### src/rtl/sc_tx_pkg.sv
package sc_tx_pkg;
  localparam int DATA_W      = 8;
  localparam int FRAME_W     = DATA_W + 2;   // start + data + parity
  localparam int SLOT_W      = 4;
  localparam int SLOT_SAMPLE = FRAME_W;      // etu after parity, sampled at its end
  localparam int SLOT_DONE   = FRAME_W + 1;  // last guard etu on success
  localparam int SLOT_RESEND = FRAME_W + 3;  // last back-off etu after an error

  typedef enum logic {
    ST_IDLE = 1'b0,
    ST_BUSY = 1'b1
  } tx_state_e;
endpackage

### src/rtl/sc_etu_timer.sv
module sc_etu_timer #(
  parameter int DIV_W = 12
) (
  input  logic             clk,
  input  logic             rst_n,
  input  logic             clr,
  input  logic [DIV_W-1:0] div,
  output logic             tick
);
  logic [DIV_W-1:0] cnt_q, cnt_d;
  logic [DIV_W:0]   cnt_inc;

  assign cnt_inc = {1'b0, cnt_q} + {{DIV_W{1'b0}}, 1'b1};
  assign tick    = !clr && (cnt_inc >= {1'b0, div});

  always_comb begin
    if (clr || tick) cnt_d = '0;
    else             cnt_d = cnt_inc[DIV_W-1:0];
  end

  always_ff @(posedge clk or negedge rst_n) begin
    if (!rst_n) cnt_q <= '0;
    else        cnt_q <= cnt_d;
  end

  // one etu is never shorter than the divisor asks for
  AST_TICK_SPACING: assert property (@(posedge clk) disable iff (!rst_n)
    (tick && div > 1) |=> !tick);
endmodule

### src/rtl/sc_char_encoder.sv
module sc_char_encoder
  import sc_tx_pkg::*;
(
  input  logic [DATA_W-1:0]  data,
  input  logic               msb_first,
  input  logic               invert,
  input  logic               odd_parity,
  output logic [FRAME_W-1:0] levels
);
  logic [DATA_W-1:0] lvl;

  for (genvar i = 0; i < DATA_W; i++) begin : g_bit
    assign lvl[i] = (msb_first ? data[DATA_W-1-i] : data[i]) ^ invert;
  end

  assign levels = {(^lvl) ^ odd_parity, lvl, 1'b0};
endmodule

### src/rtl/sc_tx_ctrl.sv
module sc_tx_ctrl
  import sc_tx_pkg::*;
#(
  parameter int DIV_W = 12,
  parameter int RTY_W = 3
) (
  input  logic               clk,
  input  logic               rst_n,
  input  logic               tx_valid,
  input  logic [FRAME_W-1:0] frame_in,
  input  logic [DIV_W-1:0]   div_in,
  input  logic [RTY_W-1:0]   rmax_in,
  input  logic               line_in,
  input  logic               tick,
  output logic               tx_ready,
  output logic               line_oe,
  output logic               tx_done,
  output logic               tx_fail,
  output logic [RTY_W-1:0]   retry_cnt,
  output logic               timer_clr,
  output logic [DIV_W-1:0]   div_q
);
  tx_state_e          state_q, state_d;
  logic [SLOT_W-1:0]  slot_q, slot_d;
  logic [FRAME_W-1:0] frame_q, frame_d, frame_sh;
  logic [DIV_W-1:0]   div_d;
  logic [RTY_W-1:0]   rmax_q, rmax_d, rcnt_q, rcnt_d;
  logic               err_q, err_d, done_q, done_d, fail_q, fail_d;
  logic               busy, accept;

  assign busy   = (state_q == ST_BUSY);
  assign accept = !busy && tx_valid;

  always_comb begin
    state_d = state_q;
    slot_d  = slot_q;
    frame_d = frame_q;
    div_d   = div_q;
    rmax_d  = rmax_q;
    rcnt_d  = rcnt_q;
    err_d   = err_q;
    done_d  = 1'b0;
    fail_d  = 1'b0;
    if (!busy) begin
      if (accept) begin
        state_d = ST_BUSY;
        slot_d  = '0;
        frame_d = frame_in;
        div_d   = div_in;
        rmax_d  = rmax_in;
        rcnt_d  = '0;
        err_d   = 1'b0;
      end
    end else if (tick) begin
      if (slot_q == SLOT_W'(SLOT_SAMPLE)) begin
        err_d  = !line_in;
        slot_d = slot_q + SLOT_W'(1);
      end else if (slot_q == SLOT_W'(SLOT_DONE) && !err_q) begin
        done_d  = 1'b1;
        state_d = ST_IDLE;
      end else if (slot_q == SLOT_W'(SLOT_RESEND)) begin
        if (rcnt_q == rmax_q) begin
          fail_d  = 1'b1;
          state_d = ST_IDLE;
        end else begin
          rcnt_d = rcnt_q + RTY_W'(1);
          slot_d = '0;
          err_d  = 1'b0;
        end
      end else begin
        slot_d = slot_q + SLOT_W'(1);
      end
    end
  end

  always_ff @(posedge clk or negedge rst_n) begin
    if (!rst_n) begin
      state_q <= ST_IDLE;
      slot_q  <= '0;
      frame_q <= '1;
      div_q   <= '0;
      rmax_q  <= '0;
      rcnt_q  <= '0;
      err_q   <= 1'b0;
      done_q  <= 1'b0;
      fail_q  <= 1'b0;
    end else begin
      state_q <= state_d;
      slot_q  <= slot_d;
      frame_q <= frame_d;
      div_q   <= div_d;
      rmax_q  <= rmax_d;
      rcnt_q  <= rcnt_d;
      err_q   <= err_d;
      done_q  <= done_d;
      fail_q  <= fail_d;
    end
  end

  assign frame_sh  = frame_q >> slot_q;
  assign line_oe   = busy && (slot_q < SLOT_W'(FRAME_W)) && !frame_sh[0];
  assign tx_ready  = !busy;
  assign tx_done   = done_q;
  assign tx_fail   = fail_q;
  assign retry_cnt = rcnt_q;
  assign timer_clr = !busy;

  AST_LINE_RELEASED: assert property (@(posedge clk) disable iff (!rst_n)
    (slot_q >= SLOT_W'(FRAME_W)) |-> !line_oe);
  AST_ACCEPT_STARTS: assert property (@(posedge clk) disable iff (!rst_n)
    (tx_valid && tx_ready) |=> !tx_ready);
  AST_DONE_PULSE: assert property (@(posedge clk) disable iff (!rst_n)
    tx_done |=> !tx_done);
  AST_FAIL_PULSE: assert property (@(posedge clk) disable iff (!rst_n)
    tx_fail |=> !tx_fail);
  AST_DONE_FAIL_EXCL: assert property (@(posedge clk) disable iff (!rst_n)
    !(tx_done && tx_fail));
  AST_RETRY_BOUND: assert property (@(posedge clk) disable iff (!rst_n)
    busy |-> (retry_cnt <= rmax_q));
  AST_RETRY_STEP: assert property (@(posedge clk) disable iff (!rst_n)
    busy |=> (retry_cnt == $past(retry_cnt) ||
              retry_cnt == $past(retry_cnt) + RTY_W'(1)));
endmodule

### src/rtl/sc_char_tx.sv
module sc_char_tx
  import sc_tx_pkg::*;
#(
  parameter int DIV_W = 12,
  parameter int RTY_W = 3
) (
  input  logic              clk,
  input  logic              rst_n,
  input  logic [DATA_W-1:0] tx_data,
  input  logic              tx_valid,
  output logic              tx_ready,
  input  logic              cfg_msb_first,
  input  logic              cfg_invert,
  input  logic              cfg_odd_parity,
  input  logic [DIV_W-1:0]  etu_div,
  input  logic [RTY_W-1:0]  retry_max,
  input  logic              line_in,
  output logic              line_oe,
  output logic              tx_done,
  output logic              tx_fail,
  output logic [RTY_W-1:0]  retry_cnt
);
  logic [FRAME_W-1:0] frame_lv;
  logic [DIV_W-1:0]   div_lat;
  logic               tick, timer_clr;

  sc_char_encoder u_enc (
    .data       (tx_data),
    .msb_first  (cfg_msb_first),
    .invert     (cfg_invert),
    .odd_parity (cfg_odd_parity),
    .levels     (frame_lv)
  );

  sc_etu_timer #(.DIV_W(DIV_W)) u_timer (
    .clk   (clk),
    .rst_n (rst_n),
    .clr   (timer_clr),
    .div   (div_lat),
    .tick  (tick)
  );

  sc_tx_ctrl #(.DIV_W(DIV_W), .RTY_W(RTY_W)) u_ctrl (
    .clk       (clk),
    .rst_n     (rst_n),
    .tx_valid  (tx_valid),
    .frame_in  (frame_lv),
    .div_in    (etu_div),
    .rmax_in   (retry_max),
    .line_in   (line_in),
    .tick      (tick),
    .tx_ready  (tx_ready),
    .line_oe   (line_oe),
    .tx_done   (tx_done),
    .tx_fail   (tx_fail),
    .retry_cnt (retry_cnt),
    .timer_clr (timer_clr),
    .div_q     (div_lat)
  );
endmodule

### config.mk
export PLATFORM = sky130hd
export DESIGN_NAME = sc_char_tx
export DESIGN_NICKNAME = d
export VERILOG_FILES = /design/src/rtl/sc_tx_pkg.sv /design/src/rtl/sc_etu_timer.sv /design/src/rtl/sc_char_encoder.sv /design/src/rtl/sc_tx_ctrl.sv /design/src/rtl/sc_char_tx.sv
export SDC_FILE = /design/constraint.sdc
export NUM_CORES = 1
export LEC_CHECK = 0
export BUFFER_PORTS_ARGS = -buffer_cell sky130_fd_sc_hd__buf_4
export CAP_MARGIN = 20
export CORE_AREA = 2 2 90 92
export DETAILED_ROUTE_END_ITERATION = 7
export DIE_AREA = 0 0 92 94
export GPL_TIMING_DRIVEN = 0
export HOLD_SLACK_MARGIN = 0.06
export MAX_ROUTING_LAYER = met4
export RECOVER_POWER = 50
export SETUP_SLACK_MARGIN = 0.15
export SYNTH_ARGS = -nofsm -noshare
export SYNTH_HDL_FRONTEND = slang
export SYNTH_HIERARCHICAL = 1
export SYNTH_SLANG_ARGS = --single-unit
### constraint.sdc
create_clock -name clk -period 4.4 [get_ports clk]
set_clock_uncertainty 0.1 [all_clocks]
set_input_delay 0.66 -clock clk [delete_from_list [all_inputs] [get_ports clk]]
set_output_delay 0.66 -clock clk [all_outputs]
set_load 0.02 [all_outputs]
* Word level (Yosys, flattened, before mapping)
Index checks and enable logic that the tools add are counted.
** Word-level totals
- Word-level logic and storage cells :: 102
- Flip-flop bits (word level) :: 48
- Bits of input ports :: 30
** Operators by class
- Magnitude comparators :: 2
- Bitwise logic cells :: 10
- $add $sub $neg :: 3
- Shift-type cells :: 1
- Reduce and logical (&&, ||, !) cells :: 16
- Muxes and demuxes :: 47
- Equality and inequality tests :: 13
** Operators by type and width (number)
- 1-bit 2-to-1 mux :: 32
- 4-bit 2-to-1 mux :: 7
- 3-bit 2-to-1 mux :: 7
- 12-bit by 1-bit adder with 13-bit output, second input constant :: 1
- 13-bit by 12-bit greater-or-equal comparator with 1-bit output :: 1
- 4-bit equality test, second input constant :: 3
- 12-bit 2-to-1 mux :: 1
- 2-bit inequality test, second input constant :: 5
- 10-bit by 4-bit right shift with 1-bit output :: 1
- 3-bit inequality test, second input constant :: 3
- 1-bit bitwise XOR :: 9
- 8-bit XOR reduction :: 1
- 6-bit AND reduction :: 1
- 1-bit logical AND :: 5
- 5-bit AND reduction :: 1
- 4-bit by 1-bit adder with 4-bit output, second input constant :: 1
- 1-bit logical NOT :: 4
- 4-bit less-than comparator, second input constant :: 1
- 4-bit inequality test, second input constant :: 1
- 4-bit AND reduction :: 1
- 3-bit by 1-bit adder with 3-bit output, second input constant :: 1
- 3-bit equality test :: 1
- 2-bit AND reduction :: 1
- 2-bit nonzero test :: 1
- other kinds (2) :: 2

* Logic depth before layout (Yosys ltp)
Gate-level depths: netlist of the first run.
- Depth after elaboration :: 7
- Gate-level depth with buffers :: 14
- Mapped depth without buffers :: 13

* By module
Netlist of the first run, hierarchy kept.
** Modules (own cells, without submodules)
- sc_tx_ctrl :: times used 1, sequential area each 913.4 um^2, cells an instance 139, area each 1767.9 um^2
- sc_etu_timer :: times used 1, sequential area each 300.3 um^2, cells an instance 103, area each 998.5 um^2
- sc_char_encoder :: times used 1, sequential area each 0.0 um^2, cells an instance 27, area each 252.7 um^2

* Worst setup path after synthesis of the first run
OpenSTA, ideal clock, no wires.
- Path type :: register to register
- Start point :: register u_timer.cnt_q[0]
- End point :: register u_ctrl.slot_q[0]
- Period minus slack after synthesis :: 3.238 ns
- Setup time :: 0.125 ns
- Buffers on the path :: 1
- Cell stages (with the launch flop) :: 14
- Arrival time :: 3.013 ns
- Path slack :: 1.162 ns
- Cells stage by stage :: dfrtp_1 ha_1 nand3_1 nor2_1 xor2_1 ha_1 nand4_1 or3_1 a21oi_2 o31a_1 mux2i_1 clkbuf_1 nor3_2 mux2_2
** Between the ends
- Word-level cells in the longest chain between the ends :: 5
** Ends and longest elaborated chain
- start, declared :: line sc_etu_timer.sv:10 : logic [DIV_W-1:0] cnt_q, cnt_d;
- start signal, assigned :: line sc_etu_timer.sv:23 : else cnt_q <= cnt_d;
- 12-bit by 1-bit adder with 13-bit output :: line sc_etu_timer.sv:13 : assign cnt_inc = {1'b0, cnt_q} + {{DIV_W{1'b0}}, 1'b1};
- 13-bit by 12-bit greater-or-equal comparator with 1-bit output :: line sc_etu_timer.sv:14 : assign tick = !clr && (cnt_inc >= {1'b0, div});
- 1-bit logical AND :: line sc_etu_timer.sv:14
- net tick :: line sc_char_tx.sv:25 : logic tick, timer_clr;
- 2-bit inequality test (no line)
- 4-bit AND reduction (no line)
- end signal, assigned :: line sc_tx_ctrl.sv:89 : slot_q <= slot_d;
- end, declared :: line sc_tx_ctrl.sv:24 : logic [SLOT_W-1:0] slot_q, slot_d;
The timed path passes the listed nets, and every way through them passes these cells.
A chain may end at the register's enable or synchronous reset.

* Worst setup path after layout of the first run
- Start point :: register u_timer.cnt_q[0]
- End point :: register u_ctrl.slot_q[1]
Same word-level chain as after synthesis.

==> results of run 1 <==
[state kept, by name, indices dropped and copies added, names as in the netlist]
signal and cells:
u_ctrl/div_q 12, u_ctrl/busy 1, u_ctrl/slot_q 4, u_timer/cnt_q 12, u_ctrl/retry_cnt 3, u_ctrl/tx_done 1, u_ctrl/rmax_q 3, u_ctrl/frame_q 10
u_ctrl/err_q 1, u_ctrl/tx_fail 1
[worst reg2reg max path: cells and delay by family (launching register included)]
kind / cells / cell delay [ns]
AO/OA/AOI/OAI: 2 / 0.57
XOR/XNOR: 1 / 0.10
adder cells (fa/ha/maj): 2 / 0.58
buffers and inverters: 1 / 0.24
flip-flops: 1 / 0.49
multiplexers: 2 / 0.50
AND/OR/NAND/NOR: 5 / 1.10
[final timing paths]
check / endpoint / slack, ns / depth (start not counted)
min: u_ctrl/div_q[5] / 0.42 / 1
min reg2reg: u_ctrl/div_q[5] / 0.42 / 1
max in group asynchronous: u_ctrl/slot_q[3] / 1.71 / 1
max reg2reg: u_ctrl/slot_q[1] / 0.58 / 13
max: u_ctrl/slot_q[1] / 0.58 / 13
min in group asynchronous: u_ctrl/err_q / 1.05 / 1
[power by group through the flow]
stage	clock [mW]	combinational, mW	sequential, mW
after floorplan	0	0.519	0.645
after global placement	0	0.665	0.659
after detailed placement	0	0.685	0.665
after CTS	0.288	0.689	0.657
after global routing	0.303	0.773	0.675
final	0.275	0.681	0.655
[cell families after synthesis]
group	share of synthesized area [%]
flip-flops	40.20
other	0.1242
AND/OR/NAND/NOR	16.62
multiplexers	15.21
XOR/XNOR	9.076
adder cells (fa/ha/maj)	7.460
AO/OA/AOI/OAI	6.216
buffers and inverters	5.097
[placed cells by master (no fill, tap or decap), types with 2 or more instances in the layout]
cell	synthesis	routed
a21oi_1	6	6
and3_1	2	2
buf_2	6	5
buf_4	4	37
clkbuf_1	4	8
clkbuf_8	0	6
dfrtp_1	38	38
dfstp_2	10	10
ha_1	18	18
inv_1	18	18
mux2_2	27	27
mux2i_1	11	11
mux4_2	2	2
nand2_1	12	12
nand3_1	12	12
nand3b_1	4	4
nand4_1	6	6
nor2_1	9	9
nor3_1	3	3
nor3b_1	2	2
nor4_1	4	4
nor4_2	2	2
nor4b_1	8	8
nor4b_2	2	2
o211ai_1	3	3
o21ai_0	2	2
o31a_1	2	2
o31ai_1	2	2
or3_1	4	4
xnor2_1	17	17
xor2_1	8	8
[through the flow]
step / instances / hold slack [ns]
floorplan: 269 / 0.2644
global placement: 405 / 0.3921
detailed placement: 405 / 0.3965
CTS: 413 / 0.2938
global route: 413 / 0.4344
finish: 413 / 0.4175
[final cells by class]
class	instances	area, µm²
fillers	730	4120
multi-input cells	188	1652
flip-flops and latches	48	1214
repair buffers	34	251.5
well taps	102	127.6
clock buffers	8	90.09
plain buffers	15	85.08
inverters	18	67.56
[metal layers]
metal | vias up | global-route usage [%] | part of all wire (%)
met2 | 45 | 24.08 | 45
met1 | 1018 | 21.83 | 50
met5 | - | - | 0
met4 | 0 | 4.851 | 0.66
met3 | 2 | 2.327 | 4.1
li1 | 1045 | - | -
==> impl_metrics.py, run 1 <==
metrics = {
    "run_status": {
        "status": "finished with violations",
        "violations": "max-capacitance violations, max-slew violations",
    },
    "logic_synthesis": {
        "synthArstFlopShare_pct": 100.0,
        "ys_types": 51,
        "synth_top_area_share_pct": 31.50,
        "netlist_area_um2": 3019,
        "avgSynthCellArea_um2": 11.22,
        "synthFlopType": "dfrtp_1",
        "ys_seq_area_share_pct": 40.20,
        "ys_warn_count": 6,
        "synth_area_leaders": "dfrtp_1, mux2_2, dfstp_2",
        "synthCells": 269,
        "synth_seq_cells": 48,
        "syn-num-nets": 317,
        "synth.most_common_cell": "dfrtp_1",
        "ys_top_cells_by_count": "dfrtp_1, mux2_2, ha_1, inv_1, xnor2_1",
        "yosysTopAreaCell": "dfrtp_1",
        "synth-edff-count": 0,
    },
    "power": {
        "p_seq_share_pct": 40.7,
        "p_int_mw": 1.015,
        "p_total_mw": 1.611,
        "comb_power_share_pct": 42.3,
        "ir_drop_v": 0.0001713,
        "powerDensity_nw_per_um2": 461.9,
        "swShare_pct": 37.00,
        "switchingPower_mw": 0.5959,
        "p_leak_nw": 1.567,
        "clkPwrFrac_pct": 17.0,
    },
    "routing": {
        "routed_wl_mm": 6.037,
        "viasPerCell": 5.109,
        "initialDrtViolationCount": 93,
        "wire_per_inst_um": 14.62,
        "dr.pass1.iters": 4,
        "ant_nets": 0,
        "vias": 2110,
        "drc": 0,
    },
    "place": {
        "place_area_um2": 3402,
        "place.gp.congestion": 0.7929,
        "pre_cts_ws_ns": 0.6124,
        "io_buffers": 34,
        "hpwlAfterDp_mm": 4.478,
    },
    "sta": {
        "min_period_over_period_pct": 86.71,
        "grt_setup_unrepaired": "false",
        "setup_viol": 0,
        "tightest_slew_ns": 2.557,
        "post-route-worst-setup-slack_ns": 0.5847,
        "fin_crit_ns": 3.815,
        "slew_violations": 49,
        "fmax_mhz": 262.1,
        "fin_setup_tns_ns": 0,
        "finalHoldViolCount": 0,
        "slew_headroom_pct": -70.49,
    },
    "clocking": {
        "clock_latency_ns": 0.30,
        "path_clk_slew_ns": 0.09,
        "htree_levels": 2,
        "clk_path_buf_depth": 2,
        "tritoncts": "yes",
        "cts_sinks": 48,
        "post-cts-setup-buffers": 0,
        "cts_resized": 0,
        "cts_root_buf": "clkbuf_8",
        "postCtsHoldBufs": 0,
        "cts_buffers": 5,
    },
    "worst_setup_path": {
        "path_class": "flop to flop",
        "worst-path-max-fanout": 10,
        "crit_arrival_ns": 3.90,
        "crit_family": "simple AND/OR/NAND/NOR gates",
        "crit_path_frequent_cell": "ha_1",
        "crit_required_ns": 4.49,
        "cp-startpoint": "u_timer/cnt_q[0]",
        "start_kind": "flop",
        "end_kind": "flop",
        "path_cells": "ha_1, nand3_1, nor2_1, xor2_1, ha_1, nand4_1, or3_1, a21oi_2, o31a_1, mux2i_1, clkbuf_1, nor3_2, mux2_2",
        "cp_slowest_cell": "dfrtp_1",
        "cp_slowest_stage_delay_ns": 0.49,
        "path_buf_inv": 1,
        "r2r_start": "u_timer/cnt_q[0]",
    },
    "final_layout": {
        "n_antenna_cell": 0,
        "fin_util_pct": 45.84,
        "fin_area_um2": 3487,
        "fin_nets": 358,
        "drive_gt1_share_pct": 33.12,
        "area_delta_synth_final_pct": 15.50,
    },
    "floorplan": {
        "pin_count": 37,
        "die_width_um": 92,
        "start_util_pct": 39.69,
        "core_area_um2": 7607,
        "std_cell_rows": 32,
        "fp.dieH_um": 94,
        "die_area_um2": 8648,
    },
    "global_route": {
        "grt_pass1_vias": 2189,
        "grt_max_degree": 49,
        "grt_pass1_wl_mm": 10.54,
        "grt_overflow": 0,
        "grt_util_all_layers_pct": 15.76,
        "antenna_found_initial": 0,
    },
    "min_path": {
        "hold_class": "flop to flop",
        "hp-start": "u_ctrl/div_q[5]",
    },
    "flow_run": {
        "drv_cap": 1,
    },
}
(Power assumes the default switching activity.)
==> run 2, diff against run 1 <==
Settings changed: CELL_PAD_IN_SITES_DETAIL_PLACEMENT from default to 1, CELL_PAD_IN_SITES_GLOBAL_PLACEMENT from default to 1, CORE_AREA 2 2 90 92 to 2 2 88 90, DIE_AREA 0 0 92 94 to 0 0 90 92, PLACE_DENSITY_LB_ADDON from default to 0.1, SYNTH_HIERARCHICAL 1 to default.
==> impl_metrics.py, run 2 <==
metrics = {
    "logic_synthesis": {
        "synth.most_common_cell": "nand2_1",
        "synth-edff-count": 0,
        "yosysTopAreaCell": "dfrtp_1",
        "synth_top_area_share_pct": 33.51,
        "synth_area_leaders": "dfrtp_1, dfstp_2, ha_1",
        "ys_warn_count": 0,
        "synthFlopType": "dfrtp_1",
        "ys_types": 46,
        "synth_seq_cells": 48,
        "netlist_area_um2": 2838,
        "syn-num-nets": 351,
        "synthCells": 303,
        "ys_seq_area_share_pct": 42.77,
        "synthArstFlopShare_pct": 100.0,
        "ys_top_cells_by_count": "nand2_1, dfrtp_1, o21ai_0, ha_1, inv_1",
        "avgSynthCellArea_um2": 9.365,
    },
    "place": {
        "place.gp.congestion": 0.8353,
        "placed_cells": 439,
        "hpwlAfterDp_mm": 5.066,
        "io_buffers": 34,
        "place_area_um2": 3221,
        "pre_cts_ws_ns": 1.044,
    },
    "final_layout": {
        "fin_util_pct": 44.29,
        "layout_commonest_cell": "nand2_1",
        "instances_no_fill": 447,
        "top_regs": "u_ctrl.div_q (12), u_timer.cnt_q (12), u_ctrl.frame_q (10)",
        "area_delta_synth_final_pct": 16.23,
        "n_antenna_cell": 0,
        "fin_nets": 392,
        "fin_area_um2": 3298,
        "final_cell_mix": "nand2_1, dfrtp_1, buf_4, o21ai_0, ha_1",
        "drive_gt1_share_pct": 16.23,
    },
    "worst_setup_path": {
        "crit_arrival_ns": 3.42,
        "worst-path-max-fanout": 5,
        "start_kind": "flop",
        "path_class": "flop to flop",
        "crit_required_ns": 4.50,
        "end_kind": "flop",
    },
    "global_route": {
        "grt_pass1_wl_mm": 11.87,
        "grt_util_all_layers_pct": 18.27,
        "grt_overflow": 0,
        "grt_pass1_vias": 2470,
        "grt_max_degree": 49,
        "antenna_found_initial": 0,
    },
    "power": {
        "ir_drop_v": 0.0001667,
        "p_leak_nw": 1.523,
        "p_total_mw": 1.299,
        "powerDensity_nw_per_um2": 393.8,
    },
    "floorplan": {
        "core_area_um2": 7447,
        "start_util_pct": 38.10,
        "die_area_um2": 8280,
        "pin_count": 37,
        "std_cell_rows": 32,
        "fp.dieH_um": 92,
        "die_width_um": 90,
    },
    "routing": {
        "drc": 0,
        "ant_nets": 0,
        "wl_met2_mm": 3.377,
        "viasPerCell": 5.076,
        "initialDrtViolationCount": 68,
        "routed_wl_mm": 6.660,
        "wl_met1_mm": 3.045,
        "wl_met3_um": 142,
        "vias": 2269,
        "dr.pass1.iters": 4,
        "wire_per_inst_um": 14.90,
        "highest_layer": "met4",
    },
    "clocking": {
        "cts_buffers": 5,
        "cts_sinks": 48,
        "htree_levels": 2,
        "tritoncts": "yes",
        "clk_path_buf_depth": 2,
        "path_clk_slew_ns": 0.08,
        "cts_resized": 0,
        "clock_latency_ns": 0.30,
        "postCtsHoldBufs": 0,
        "post-cts-setup-buffers": 0,
        "cts_root_buf": "clkbuf_8",
    },
    "sta": {
        "min_period_over_period_pct": 75.55,
        "slew_violations": 49,
        "fin_setup_tns_ns": 0,
        "tightest_slew_ns": 2.589,
        "grt_setup_unrepaired": "false",
        "slew_headroom_pct": -72.63,
        "hold_ws_ns": 0.3823,
        "finalHoldViolCount": 0,
        "fmax_mhz": 300.8,
        "fin_crit_ns": 3.324,
        "setup_viol": 0,
        "post-route-worst-setup-slack_ns": 1.076,
    },
    "run_status": {
        "violations": "max-capacitance violations, max-slew violations",
        "status": "finished with violations",
    },
    "min_path": {
        "hold_class": "flop to flop",
    },
    "flow_run": {
        "drv_cap": 1,
    },
}
==> run 2: cell count changes in the layout (fill, tap and decap cells not counted), moves of 5 or more <==
| cell | previous run | this run |
|---|---|---|
| nor4b_1 | 8 | 0 |
| buf_4 | 37 | 31 |
| xor2_1 | 8 | 15 |
| mux2_2 | 27 | 0 |
| nand2_1 | 12 | 51 |
| nand3_1 | 12 | 7 |
| nor2b_1 | 1 | 14 |
| clkbuf_1 | 8 | 15 |
| o21ai_0 | 2 | 27 |
==> run 2: report_power, final <==
| part | switching (mW) | total (mW) | internal (mW) |
|---|---|---|---|
| Clock | 0.144 | 0.272 | 0.129 |
| Combinational | 0.220 | 0.432 | 0.212 |
| Sequential | 0.0723 | 0.594 | 0.522 |
==> run 2: cell type report <==
class / count / area [µm²]
plain buffers: 12 / 46.29
clock buffers: 8 / 90.09
fillers: 916 / 4149
inverters: 17 / 63.81
multi-input cells: 226 / 1513
flip-flops and latches: 48 / 1214
well taps: 102 / 127.6
repair buffers: 34 / 244.0
==> run 2: critical path, stage by stage, from the launching register on <==
cell and delay (ns):
dfrtp_1 0.44, nand4_2 0.15, nor3_2 0.28, nand4_1 0.15, xnor2_1 0.18, ha_1 0.30
nand3_1 0.11, nor3_1 0.31, o21ai_0 0.19, o21ai_0 0.56, o21ai_1 0.20, o32ai_1 0.26
==> run 2: layer usage <==
metal / track usage (%) / vias to the layer above
li1: - / 1122
met1: 22.12 / 1113
met2: 31.45 / 27
met3: 3.944 / 7
met4: 4.231 / 0
met5: - / -
==> run 2: worst paths after layout <==
check | start | end | slack [ns] | cells after the start
max | u_timer.cnt_q[2] | u_ctrl.err_q | 1.08 | 11
max in group asynchronous | rst_n | u_ctrl.slot_q[2] | 1.67 | 1
min | u_ctrl.frame_q[3] | u_ctrl.frame_q[3] | 0.38 | 2
min reg2reg | u_ctrl.frame_q[3] | u_ctrl.frame_q[3] | 0.38 | 2
max reg2reg | u_timer.cnt_q[2] | u_ctrl.err_q | 1.08 | 11
min in group asynchronous | rst_n | u_ctrl.div_q[8] | 1.06 | 1
==> run 2: cell families after synthesis <==
kind of cell               count (synthesis)  share of synthesized area, %
AOI/OAI and AO/OA                         63                         13.89
xor gates and xnor gates                  29                         8.951
adders and majority gates                 18                         7.937
buffers and inverters                     29                         3.924
DFF                                       48                         42.77
muxes                                     11                         4.762
and+or+nand+nor                          105                         17.77
==> run 3, diff against run 2 <==
Settings changed: ABC_AREA from default to 1, CORE_AREA 2 2 88 90 to 2 2 93 95, DIE_AREA 0 0 90 92 to 0 0 95 97.
Clock period 4.4 ns to 3.3 ns, I/O delays scaled along.
==> impl_metrics.py, run 3 <==
metrics = {
    "logic_synthesis": {
        "ys_types": 33,
        "netlist_area_um2": 3217,
        "synthCells": 450,
        "synth_seq_cells": 48,
        "ys_top_cells_by_count": "nand2_1, inv_1, nand3_1, dfrtp_1, nor2_1",
        "synth-edff-count": 0,
        "synth_area_leaders": "dfrtp_1, nand2_1, dfstp_2",
        "ys_warn_count": 0,
        "avgSynthCellArea_um2": 7.149,
        "synthArstFlopShare_pct": 100.0,
        "yosysTopAreaCell": "dfrtp_1",
        "synth_top_area_share_pct": 29.56,
        "synth.most_common_cell": "nand2_1",
        "ys_seq_area_share_pct": 37.73,
        "syn-num-nets": 498,
        "synthFlopType": "dfrtp_1",
    },
    "run_status": {
        "status": "finished with violations",
        "violations": "max-capacitance violations, max-slew violations",
    },
    "worst_setup_path": {
        "start_kind": "flop",
        "crit_path_frequent_cell": "nand2_1",
        "crit_arrival_ns": 2.94,
        "crit_family": "simple AND/OR/NAND/NOR gates",
        "worst-path-max-fanout": 7,
        "end_kind": "flop",
        "path_class": "flop to flop",
        "cp_slowest_cell": "dfrtp_1",
        "cp_slowest_stage_delay_ns": 0.49,
        "path_buf_inv": 1,
        "path_cells": "ha_1, nand2_1, nor2_2, nand2_1, xor2_1, inv_1, ha_1, nand2_1, o21ai_0, nor2_1, nand2_1, nand2_2, nand3_4, nand3_1, nand2_1, nand2_1",
        "crit_required_ns": 3.41,
    },
    "routing": {
        "drc": 0,
        "routed_wl_mm": 8.064,
        "dr.pass1.iters": 4,
        "vias": 2922,
        "wire_per_inst_um": 13.48,
        "ant_nets": 0,
        "initialDrtViolationCount": 62,
        "viasPerCell": 4.886,
    },
    "clocking": {
        "cts_sinks": 48,
        "postCtsHoldBufs": 0,
        "clk_path_buf_depth": 2,
        "tritoncts": "yes",
        "clock_latency_ns": 0.31,
        "path_clk_slew_ns": 0.10,
        "cts_root_buf": "clkbuf_8",
        "htree_levels": 2,
        "cts_buffers": 5,
        "post-cts-setup-buffers": 0,
        "cts_resized": 0,
    },
    "final_layout": {
        "fin_nets": 540,
        "n_antenna_cell": 0,
        "drive_gt1_share_pct": 15.62,
        "instances_no_fill": 598,
        "fillers": 1062,
        "layout_commonest_cell": "nand2_1",
        "final_cell_mix": "nand2_1, inv_1, nand3_1, dfrtp_1, nor2_1",
        "top_regs": "u_ctrl.div_q (12), u_timer.cnt_q (12), u_ctrl.frame_q (10)",
        "area_delta_synth_final_pct": 16.14,
        "fin_area_um2": 3736,
    },
    "place": {
        "hpwlAfterDp_mm": 6.237,
        "io_buffers": 35,
        "place.gp.congestion": 0.8277,
        "place_area_um2": 3611,
        "placed_cells": 590,
        "pre_cts_ws_ns": 0.4987,
    },
    "sta": {
        "setup_viol": 0,
        "fin_crit_ns": 2.833,
        "hold_ws_ns": 0.2824,
        "fmax_mhz": 353.0,
        "slew_violations": 49,
        "finalHoldViolCount": 0,
        "grt_setup_unrepaired": "false",
        "post-route-worst-setup-slack_ns": 0.4671,
        "fin_setup_tns_ns": 0,
        "tightest_slew_ns": 2.634,
        "slew_headroom_pct": -75.59,
        "min_period_over_period_pct": 85.85,
    },
    "global_route": {
        "grt_pass1_wl_mm": 14.27,
        "grt_max_degree": 49,
        "antenna_found_initial": 0,
        "grt_overflow": 0,
        "grt_pass1_vias": 3094,
        "grt_util_all_layers_pct": 19.81,
    },
    "floorplan": {
        "die_width_um": 95,
        "std_cell_rows": 33,
        "fp.dieH_um": 97,
        "core_area_um2": 8134,
        "die_area_um2": 9215,
        "start_util_pct": 39.55,
        "pin_count": 37,
    },
    "flow_run": {
        "drv_cap": 1,
    },
    "power": {
        "powerDensity_nw_per_um2": 561.0,
        "p_leak_nw": 2.014,
        "ir_drop_v": 0.0002565,
    },
    "min_path": {
        "hold_class": "input port to flop",
    },
}
[run 3: changes by cell type after synthesis, sizes merged, moves of 14 or more]
cell and change:
nand3 +42, nor2b -14, inv +39, nor2 +28
nand2 +109
[run 3: tightest hold or removal path, cell delays in order]
cell and delay, ns:
buf_4 0.07, nand2_1 0.04, o21ai_0 0.05
[run 3: per-stage QoR]
stage / total power [mW] / utilization [%]
floorplan: 1.344 / -
global placement: 1.539 / 44.39
detailed placement: 1.586 / 44.39
CTS: 2.130 / 46.09
global route: 2.280 / 45.93
finish: 2.096 / 45.93
[run 3: final timing paths]
path / from / endpoint / slack (ns) / cells after the start
max: u_timer.cnt_q[0] / u_ctrl.slot_q[2] / 0.47 / 16
min: etu_div[1] / u_ctrl.div_q[1] / 0.28 / 3
max reg2reg: u_timer.cnt_q[0] / u_ctrl.slot_q[2] / 0.47 / 16
min reg2reg: u_ctrl.frame_q[0] / u_ctrl.frame_q[0] / 0.36 / 2
max in group asynchronous: rst_n / u_ctrl.slot_q[0] / 0.71 / 1
min in group asynchronous: rst_n / u_ctrl.div_q[11] / 0.90 / 1
[run 3: final cells by class]
class                      count  area [µm²]  area share, %
sequential                    48        1214          32.48
clock buffer                   5       68.82          1.842
inverter                      56       212.7          5.693
multi-input combinational    332        1683          45.04
timing repair buffer          35       251.5          6.731
buffer                        14       106.4          2.847
clock inverter                 3       68.82          1.842
tap                          105       131.4          3.516
[run 3: layer usage]
metal | GRT usage [%] | wire [µm]
met4 | 5.240 | 139
met3 | 2.804 | 297
met1 | 25.85 | 3852
met5 | - | 0
met2 | 32.19 | 3775
[run 3: power by group]
part	switching (mW)	total, mW	internal, mW
combinational	0.470	0.770	0.301
sequential	0.0961	0.802	0.706
clock	0.219	0.524	0.305
total	0.784	2.10	1.31
[run 3: cells by family (layout without fill, tap and decap cells)]
group	after synthesis	in the layout	share of synthesized area, %
AND/OR/NAND/NOR	267	267	36.17
buffers and inverters	70	113	9.957
flip-flops	48	48	37.73
AO/OA/AOI/OAI	35	35	5.874
adder cells (fa/ha/maj)	18	18	7.001
XOR/XNOR	12	12	3.267
